[src/rtl/msk_sbox_pkg.sv]
package msk_sbox_pkg;

   typedef enum logic [1:0] {
      ST_IDLE = 2'd0,
      ST_BUSY = 2'd1,
      ST_DONE = 2'd2
   } msk_state_e;

   // schedule: two products to switch masks, one mask check,
   // 2*(dw-2) chain steps, one closing square, two products to switch back
   function automatic int step_last(input int dw);
      return 2 * dw + 1;
   endfunction

endpackage

[src/rtl/msk_gf_mul.sv]
module msk_gf_mul #(
   parameter int             DW   = 8,
   parameter logic [DW:0]    POLY = 9'h11B
) (
   input  logic [DW-1:0] op_a,
   input  logic [DW-1:0] op_b,
   output logic [DW-1:0] prod
);

   logic [DW-1:0] shv [DW];
   logic [DW-1:0] part [DW+1];

   assign shv[0]  = op_a;
   assign part[0] = '0;

   for (genvar i = 0; i < DW; i++) begin : g_term
      assign part[i+1] = part[i] ^ (op_b[i] ? shv[i] : '0);
      if (i < DW - 1) begin : g_xt
         assign shv[i+1] = {shv[i][DW-2:0], 1'b0} ^
                           (shv[i][DW-1] ? POLY[DW-1:0] : '0);
      end
   end

   assign prod = part[DW];

endmodule

[src/rtl/msk_lin_map.sv]
module msk_lin_map #(
   parameter int            DW  = 8,
   parameter logic [DW-1:0] ROW = 8'hF1
) (
   input  logic [DW-1:0] din,
   output logic [DW-1:0] dout
);

   for (genvar i = 0; i < DW; i++) begin : g_row
      logic [DW-1:0] rv;
      assign rv      = (din >> i) | (din << (DW - i));
      assign dout[i] = ^(ROW & rv);
   end

endmodule

[src/rtl/msk_sbox_seq.sv]
module msk_sbox_seq
   import msk_sbox_pkg::*;
#(
   parameter int          DW        = 8,
   parameter logic [DW:0] POLY      = 9'h11B,
   parameter bit          CHECK_INV = 1'b1
) (
   input  logic          clk,
   input  logic          rst_n,
   input  logic          in_valid,
   output logic          in_ready,
   input  logic [DW-1:0] in_masked,
   input  logic [DW-1:0] in_mask,
   input  logic [DW-1:0] in_ymul,
   input  logic [DW-1:0] in_yinv,
   input  logic          res_take,
   output logic          res_valid,
   output logic [DW-1:0] res_remask,
   output logic [DW-1:0] res_xmask,
   output logic          res_err,
   output logic          res_zero
);

   localparam int            LAST   = step_last(DW);
   localparam int            SW     = $clog2(LAST + 1);
   localparam logic [SW-1:0] S_MY   = SW'(0);
   localparam logic [SW-1:0] S_XY   = SW'(1);
   localparam logic [SW-1:0] S_CHK  = SW'(2);
   localparam logic [SW-1:0] S_BACK = SW'(LAST - 1);
   localparam logic [SW-1:0] S_FIN  = SW'(LAST);

   msk_state_e    state;
   logic [SW-1:0] step;
   logic [DW-1:0] rm, rx, ry, ryi, acc, sv;
   logic          err_q, zero_q;
   logic [DW-1:0] opa, opb, prod;
   logic          bad;

   msk_gf_mul #(.DW(DW), .POLY(POLY)) u_mul (
      .op_a (opa),
      .op_b (opb),
      .prod (prod)
   );

   // operand selection per schedule step
   always_comb begin
      if (step == S_MY) begin
         opa = rm;  opb = ry;
      end else if (step == S_XY) begin
         opa = rx;  opb = ry;
      end else if (step == S_CHK) begin
         opa = ry;  opb = ryi;
      end else if (step == S_BACK) begin
         opa = rx;  opb = ryi;
      end else if (step == S_FIN) begin
         opa = acc; opb = ry;
      end else if (step[0]) begin
         opa = acc; opb = acc;
      end else begin
         opa = acc; opb = sv;
      end
   end

   if (CHECK_INV) begin : g_chk_full
      assign bad = (ry == '0) || (prod != DW'(1));
   end else begin : g_chk_zero
      assign bad = (ry == '0);
   end

   always_ff @(posedge clk or negedge rst_n) begin
      if (!rst_n) begin
         state  <= ST_IDLE;
         step   <= '0;
         rm     <= '0;
         rx     <= '0;
         ry     <= '0;
         ryi    <= '0;
         acc    <= '0;
         sv     <= '0;
         err_q  <= 1'b0;
         zero_q <= 1'b0;
      end else begin
         case (state)
            ST_IDLE: begin
               if (in_valid) begin
                  rm    <= in_masked;
                  rx    <= in_mask;
                  ry    <= in_ymul;
                  ryi   <= in_yinv;
                  step  <= '0;
                  state <= ST_BUSY;
               end
            end
            ST_BUSY: begin
               if (step == S_MY) begin
                  acc <= prod;
               end else if (step == S_XY) begin
                  acc <= acc ^ prod;
                  sv  <= acc ^ prod;
               end else if (step == S_CHK) begin
                  err_q  <= bad;
                  zero_q <= (sv == '0) && !bad;
               end else if (step == S_BACK) begin
                  acc <= acc ^ prod;
               end else begin
                  acc <= prod;
               end
               step <= step + SW'(1);
               if (step == S_FIN) state <= ST_DONE;
            end
            ST_DONE: begin
               if (res_take) state <= ST_IDLE;
            end
            default: state <= ST_IDLE;
         endcase
      end
   end

   assign in_ready   = (state == ST_IDLE);
   assign res_valid  = (state == ST_DONE);
   assign res_remask = acc;
   assign res_xmask  = rx;
   assign res_err    = err_q;
   assign res_zero   = zero_q;

endmodule

[src/rtl/msk_sbox_unit.sv]
module msk_sbox_unit #(
   parameter int          DW        = 8,
   parameter logic [DW:0] POLY      = 9'h11B,
   parameter logic [DW-1:0] AFF_ROW = 8'hF1,
   parameter logic [DW-1:0] AFF_C   = 8'h63,
   parameter bit          CHECK_INV = 1'b1
) (
   input  logic          clk,
   input  logic          rst_n,
   input  logic          in_valid,
   output logic          in_ready,
   input  logic [DW-1:0] in_masked,
   input  logic [DW-1:0] in_mask,
   input  logic [DW-1:0] in_ymul,
   input  logic [DW-1:0] in_yinv,
   output logic          out_valid,
   input  logic          out_ready,
   output logic [DW-1:0] out_data,
   output logic [DW-1:0] out_mask,
   output logic          out_zero,
   output logic          out_err
);

   if (DW < 3 || DW > 16) begin : g_bad_dw
      $error("msk_sbox_unit: DW must lie in 3..16");
   end
   if (!POLY[DW] || !POLY[0]) begin : g_bad_poly
      $error("msk_sbox_unit: POLY needs top and constant terms");
   end

   logic [DW-1:0] remask, xmask, lin_d, lin_m;
   logic          err_w, zero_w;

   msk_sbox_seq #(.DW(DW), .POLY(POLY), .CHECK_INV(CHECK_INV)) u_seq (
      .clk        (clk),
      .rst_n      (rst_n),
      .in_valid   (in_valid),
      .in_ready   (in_ready),
      .in_masked  (in_masked),
      .in_mask    (in_mask),
      .in_ymul    (in_ymul),
      .in_yinv    (in_yinv),
      .res_take   (out_ready),
      .res_valid  (out_valid),
      .res_remask (remask),
      .res_xmask  (xmask),
      .res_err    (err_w),
      .res_zero   (zero_w)
   );

   msk_lin_map #(.DW(DW), .ROW(AFF_ROW)) u_lin_data (
      .din  (remask),
      .dout (lin_d)
   );

   msk_lin_map #(.DW(DW), .ROW(AFF_ROW)) u_lin_mask (
      .din  (xmask),
      .dout (lin_m)
   );

   assign out_data = err_w ? '0 : (lin_d ^ AFF_C);
   assign out_mask = err_w ? '0 : lin_m;
   assign out_zero = zero_w;
   assign out_err  = err_w;

endmodule

[config.mk]
export PLATFORM = sky130hd
export DESIGN_NAME = msk_sbox_unit
export DESIGN_NICKNAME = d
export VERILOG_FILES = /design/src/rtl/msk_sbox_pkg.sv /design/src/rtl/msk_gf_mul.sv /design/src/rtl/msk_lin_map.sv /design/src/rtl/msk_sbox_seq.sv /design/src/rtl/msk_sbox_unit.sv
export SDC_FILE = /design/constraint.sdc
export NUM_CORES = 1
export LEC_CHECK = 0
export BUFFER_PORTS_ARGS = -buffer_cell sky130_fd_sc_hd__buf_2
export CAP_MARGIN = 15
export CORE_UTILIZATION = 45
export CTS_BUF_LIST = sky130_fd_sc_hd__clkbuf_4 sky130_fd_sc_hd__clkbuf_8
export CTS_CLUSTER_SIZE = 28
export DETAILED_ROUTE_END_ITERATION = 16
export HOLD_SLACK_MARGIN = 0.03
export SKIP_CTS_REPAIR_TIMING = 1
export SLEW_MARGIN = 20
export SYNTH_ARGS = -nofsm -noshare
export SYNTH_HDL_FRONTEND = slang
export SYNTH_SLANG_ARGS = --single-unit
[constraint.sdc]
create_clock -name clk -period 6 [get_ports clk]
set_clock_uncertainty 0.15 [all_clocks]
set_input_delay 0.9 -clock clk [delete_from_list [all_inputs] [get_ports clk]]
set_output_delay 0.9 -clock clk [all_outputs]
set_load 0.03 [all_outputs]
==> results by group, run 1 <==
GRT
  – Antenna violations before repair: 0
  – Vias in the first global route: 4266
  – First-pass GRT wire length: 23800 um
  – Grt ovf: 0
  – GR Util All Layers: roughly a quarter
  – Largest net degree at the start of global routing: 58

Timing
  – Fin. Hold Viols: 0
  – Worst slew pin tran: 0.973 ns
  – Total negative slack: 0 ns
  – Final Critical Period: approximately 5.0 ns
  – FMAX: between 200 and 250 MHz
  – Slew margin rel.: a little over a third
  – Final Setup Violations: 0
  – Fin. max-slew vios: 0
  – Tcrit/Tclk final: just over 80%
  – RSZ-0062 raised after global routing: false

Synthesis
  – Cell taking the most area after synthesis: dfrtp_1
  – Ys async rst share: 100%
  – Area contributors post-synth: dfrtp_1 (26%), xnor2_1 (12%), mux2_2 (6.4%), xor2_1 (4.3%), nand2_1 (4.3%)
  – Yosys reg bits: 57
  – Synth Warn #: 0
  – Synth unique cells: 94
  – Synthesized instance count: 593
  – Most used DFF post-synth: dfrtp_1
  – Post-Syn Area per Cell: a little over 9 um2
  – Post-Synthesis Cell Area: approximately 0.0055 mm2
  – Number of synthesized flops with an enable pin: 0
  – Register area share after synthesis: 26.1%
  – Share of the synthesized area in the top cell type: around a quarter
  – Post-Syn Nets: about 630

Critical path
  – CP Max Fanout: 16
  – CP Capture Type: register
  – Worst-case reg-to-reg path depth: 13
  – Reg-to-reg endpoint: u_seq.res_err
  – Worst setup path endpoint: u_seq.res_err
  – CP Data Required Time: about 6 ns
  – Crit path kind: register to register
  – Worst setup startpoint: u_seq.step[0]
  – R2r setup slk: 1.02 ns
  – Worst setup SP type: register
  – R2r startpoint: u_seq.step[0]
  – WP data arrival: roughly 5 ns

Layout
  – Inserted Diodes: 0
  – Layout cells sized above 1: around a quarter
  – Syn-to-layout area delta: 8.01%
  – Final net count: approximately 660

Worst hold path
  – Hold WC Path Type: register to register

Floorplanning
  – Die ar.: roughly 0.013 mm2
  – Die H: 112 um
  – # IOs: 56
  – Chip width: between 100 and 150 um
  – Std cell rows: 39
  – Core area: 0.0116 mm2
  – Effective utilization at floorplan: 47.1%

CTS
  – Clk sinks: 57
  – H-Tree Depth: 3
  – CTS tree: yes
  – Clock Pin Slew Worst Setup and Hold Paths: 0.07 ns
  – Clk_lat worst skew: between 0.3 and 0.4 ns
  – TritonCTS Buffers: 9
  – CTS Buffer Depth: 2
  – Clock root buffer: clkbuf_8

Route
  – Routed Antenna Nets: 0
  – First-pass detailed-route iteration total: 12
  – Total Wirelength: about 15000 um
  – DRC Markers: 3
  – First DRT Iteration DRCs: around 280
  – Wirelength per Cell: roughly 20 um
  – Routed vias: around 4500
  – Vias per cell: 5.93

Placed design
  – DP HPWL: ~11000 um
  – Routability cong.: 0.944
  – # port buffers: between 50 and 60

Flow run
  – Total of max-cap violations: 0

Run status
  – Violated checks: DRC
  – Status: finished, violations left
-- area by class of cell --
cell class                 instances  area [um2]
clock buffer                      12         159
clock inverter                     4        75.1
fill                            1130        5710
inverter                          10        37.5
multi-input combinational        482        3740
sequential                        57        1430
tap                              143         179
timing repair buffer              57         290
-- worst min-delay path by stage --
stage	from	end	slack (ns)	depth (start not counted)
final	u_seq.sv[1]	u_seq.sv[1]	0.37	2
after floorplan	u_seq.sv[5]	u_seq.sv[5]	0.32	2
after detailed placement	u_seq.sv[1]	u_seq.sv[1]	0.35	2
after CTS	u_seq.sv[1]	u_seq.sv[1]	0.37	2
after global routing	u_seq.rm[1]	u_seq.rm[1]	0.40	1
after global placement	u_seq.rm[1]	u_seq.rm[1]	0.35	1
-- flip-flops by register name, indices dropped and copies added (netlist names) --
register,count
u_seq.state,2
u_seq.step,5
u_seq.sv,8
u_seq.rm,8
u_seq.ryi,8
u_seq.res_remask,8
u_seq.res_xmask,8
u_seq.res_zero,1
u_seq.ry,8
u_seq.res_err,1
-- layout by cell type (no fill, tap or decap), drive strengths merged, types with 4 or more instances in the layout --
cell     count
mux2i       11
nor4         7
xnor3       11
a21o         6
a21oi       11
a31o         4
o22ai        4
clkbuf      12
o21ai       35
nor3         9
or2          4
o221ai       5
inv         10
dfrtp       57
a211oi       5
buf         57
ha           4
nor2        55
xor2        28
a221oi       4
nand2       64
nand2b      10
nor2b        8
a2bb2oi      4
xnor2       79
or3          4
mux2        31
o21a         4
nand3       15
and2         6
-- worst max-delay path, stage by stage, from the launching register on --
cell and delay (ns):
dfrtp_1 0.73, inv_1 0.14, ha_1 0.42, nor4b_1 0.66, o21ai_1 0.28, o221ai_2 0.65
mux2i_1 0.30, xnor2_1 0.09, o21ai_0 0.19, xnor3_1 0.48, xor2_1 0.21, nor4b_2 0.24
nand4bb_1 0.15, a21boi_1 0.15
-- routing by layer --
| metal | GRT usage, % | vias up | routed length (um) |
|---|---|---|---|
| met5 | 0 | - | 0 |
| met3 | 5.89 | 21 | 1030 |
| met1 | 34.2 | 2207 | 6930 |
| li1 | - | 2127 | - |
| met2 | 39.0 | 179 | 6720 |
| met4 | 7.56 | 0 | 257 |
-- cell usage after synthesis (all sizes together) (8+ instances only) --
| cell | instances |
|---|---|
| nand2b | 10 |
| nor2b | 8 |
| clkbuf | 17 |
| dfrtp | 57 |
| o21ai | 35 |
| xnor2 | 79 |
| nor3 | 9 |
| xnor3 | 11 |
| xor2 | 28 |
| buf | 27 |
| nand3 | 15 |
| inv | 10 |
| nand2 | 64 |
| a21oi | 11 |
| nor2 | 55 |
| mux2i | 11 |
| mux2 | 31 |
-- through the flow --
| stage | setup WS (ns) | std cells | util [%] | hold slack, ns | area, um2 |
|---|---|---|---|---|---|
| 2_1_floorplan | 1.79 | 593 | - | 0.321 | 5470 |
| 3_3_place_gp | 1.17 | 749 | 48.8 | 0.350 | 5670 |
| 3_5_place_dp | 1.15 | 749 | 48.8 | 0.351 | 5670 |
| 4_1_cts | 1.10 | 765 | 50.9 | 0.367 | 5910 |
| 5_1_grt | 0.589 | 765 | 50.9 | 0.400 | 5910 |
| 6_report | 1.02 | 765 | 50.9 | 0.368 | 5910 |
-- cells by family (layout without fill, tap and decap cells) --
group	after synthesis	in the layout	synth area share, %
flip-flops	57	57	26.1
adder cells (fa/ha/maj)	4	4	0.915
multiplexers	42	42	8.40
XOR/XNOR	118	118	23.2
AND/OR/NAND/NOR	201	201	18.9
AO/OA/AOI/OAI	117	117	17.0
buffers and inverters	54	83	5.56
Power of run 1 is left out: the tool's default activity adds up to more than one toggle a clock period on the data nets, which glitch-free logic cannot reach.
==> run 2, diff against run 1 <==
- clock period: 6 -> 5.11 ns (I/O delays scaled with it)
==> run 2 against run 1 <==
The flow still finishes with violations (DRC). Count of clock-buffer cells in the layout did not move. Final area fell by 0.57%. Global-route usage rose by 0.15 points. Core utilization fell by 0.29 points. Setup slack got worse by 0.64 ns. Flip-flop and latch count did not move. Final cell count rose by 0.39%. Die area did not move. Hold slack got worse by 0.0040 ns.
==> results by group, run 2 (synthesis results as in run 1) <==
GRT
  – GR Util All Layers: 25.0% (+0.15 points)
  – Grt ovf: 0 (unchanged)
  – First-pass GRT wire length: 23900 um (+0.32%)
  – Largest net degree at the start of global routing: 58 (unchanged)
  – Antenna violations before repair: 0 (unchanged)
  – Vias in the first global route: 4308 (+0.98%)

Route
  – Vias per cell: 5.80 (-2.2%)
  – Total Wirelength: 14900 um (-0.42%)
  – DRC Markers: 4 (+1)
  – Routed Antenna Nets: 0 (unchanged)
  – First DRT Iteration DRCs: 336 (+21%)
  – Wirelength per Cell: 19.4 um (-0.80%)
  – First-pass detailed-route iteration total: 11 (-1)
  – Routed vias: 4453 (-1.8%)

Critical path
  – CP Data Required Time: 5.24 ns (-0.86 ns)
  – CP Capture Type: register
  – Buf+Inv Stages, Crit Path: 1 (unchanged)
  – R2r setup slk: 0.38 ns (-0.64 ns)
  – Slowest cell delay on critical path: 0.50 ns (-0.23 ns)
  – WP data arrival: 4.86 ns (-0.22 ns)
  – Crit path kind: register to register
  – Slowest CP cell: ha_1
  – Top Family by Delay on Critical Path: XOR/XNOR gates
  – CP Max Fanout: 14 (-2)
  – Worst setup SP type: register
  – Worst path cell trace: buf_4 > ha_1 > nor2b_1 > o211ai_1 > a32o_2 > and2_1 > xnor2_4 > xnor2_1 > xnor2_1 > mux2i_1 > o32ai_1 > xnor2_1 > nand4bb_1 > a21boi_1
  – Most frequent CP cell: xnor2_1

Timing
  – FMAX: 211 MHz (+5.2%)
  – Final Setup Violations: 0 (unchanged)
  – Setup ws final: 0.376 ns (-0.645 ns)
  – RSZ-0062 raised after global routing: false
  – Final Critical Period: 4.73 ns (-0.245 ns)
  – Slew margin rel.: 33.4% (-1.8 points)
  – Worst slew pin tran: 0.999 ns (+0.0263 ns)
  – Tcrit/Tclk final: 92.6% (+9.7 points)
  – Fin. Hold Viols: 0 (unchanged)
  – Fin. max-slew vios: 0 (unchanged)
  – Total negative slack: 0 ns (unchanged)

Placed design
  – Routability cong.: 0.927 (-1.8%)
  – Pre-CTS setup slack: 0.466 ns (-0.685 ns)
  – # port buffers: 55 (unchanged)
  – Post-DP Area: 0.00570 mm2 (+0.53%)
  – DP HPWL: 11400 um (+0.35%)

Layout
  – Most frequent cells in the layout: xnor2_1 (72), nand2_1 (62), dfrtp_1 (57), buf_2 (55), nor2_1 (52)
  – Layout cells sized above 1: 24.3% (+0.37 points)
  – Syn-to-layout area delta: 7.39%
  – Inserted Diodes: 0 (unchanged)
  – Most common cell after layout, fill and taps aside: xnor2_1
  – Final net count: 661 (+0.61%)
  – Post-route cell area: 0.00587 mm2 (-0.57%)
  – # fillers: 1133 (+0.27%)

Run status
  – Violated checks: DRC
  – Status: finished, violations left

CTS
  – H-Tree Depth: 3 (unchanged)
  – CTS tree: yes
  – CTS Buffer Depth: 2 (unchanged)
  – Clk_lat worst skew: 0.35 ns (-0.02 ns)
  – Clock Pin Slew Worst Setup and Hold Paths: 0.07 ns (about the same)
  – TritonCTS Buffers: 9 (unchanged)
  – Clock root buffer: clkbuf_8
  – Clk sinks: 57 (unchanged)

Floorplanning
  – Effective utilization at floorplan: 47.1% (unchanged)
  – Chip width: 112 um (unchanged)
  – # IOs: 56 (unchanged)
  – Die ar.: 0.0126 mm2 (unchanged)
  – Die H: 112 um (unchanged)
  – Core area: 0.0116 mm2 (unchanged)
  – Std cell rows: 39 (unchanged)

Worst hold path
  – Hold WC Path Type: register to register

Flow run
  – Total of max-cap violations: 0 (unchanged)
==> run 2: cell count changes in the layout (fill, tap and decap cells not counted), sizes merged <==
cell      previous run  this run
bufinv               2         0
clkinvlp             2         1
clkinv               0         2
buf                 57        61
==> run 2: through the flow <==
step / utilization (%) / hold slack (ns) / std cells
2_1_floorplan: - / 0.321 / 593
3_3_place_gp: 49.1 / 0.350 / 753
3_5_place_dp: 49.1 / 0.351 / 753
4_1_cts: 50.6 / 0.366 / 768
5_1_grt: 50.6 / 0.406 / 768
6_report: 50.6 / 0.364 / 768
==> run 2: worst paths after layout <==
kind,startpoint,endpoint,depth (start not counted)
max,u_seq.step[0],u_seq.res_err,14
min,u_seq.sv[6],u_seq.sv[6],2
max reg2reg,u_seq.step[0],u_seq.res_err,14
min reg2reg,u_seq.sv[6],u_seq.sv[6],2
max in group asynchronous,rst_n,u_seq.ryi[2],2
min in group asynchronous,rst_n,u_seq.step[3],2
==> run 2: metal layers <==
layer  up-vias  GRT usage [%]  wire length (um)
met3        27           5.99               826
met2       136           40.3              6890
met4         0           8.89               306
li1       2132              -                 -
met5         -              0                 0
met1      2158           32.9              6850
==> run 2: layout make-up <==
type	instances	area, um2	area share (%)
inverters	10	37.5	0.639
repair buffers	61	320	5.45
clock inverters	3	17.5	0.298
well taps	143	179	3.05
multi-input cells	482	3740	63.7
clock buffers	12	153	2.60
flip-flops and latches	57	1430	24.3
==> run 2: worst register-to-register path: stages (launching register included) <==
cell	delay, ns
dfrtp_1	0.35
buf_4	0.22
ha_1	0.50
nor2b_1	0.42
o211ai_1	0.16
a32o_2	0.34
and2_1	0.38
xnor2_4	0.31
xnor2_1	0.44
xnor2_1	0.24
mux2i_1	0.23
o32ai_1	0.12
xnor2_1	0.42
nand4bb_1	0.22
a21boi_1	0.17
Power of run 2 is left out for the same reason.
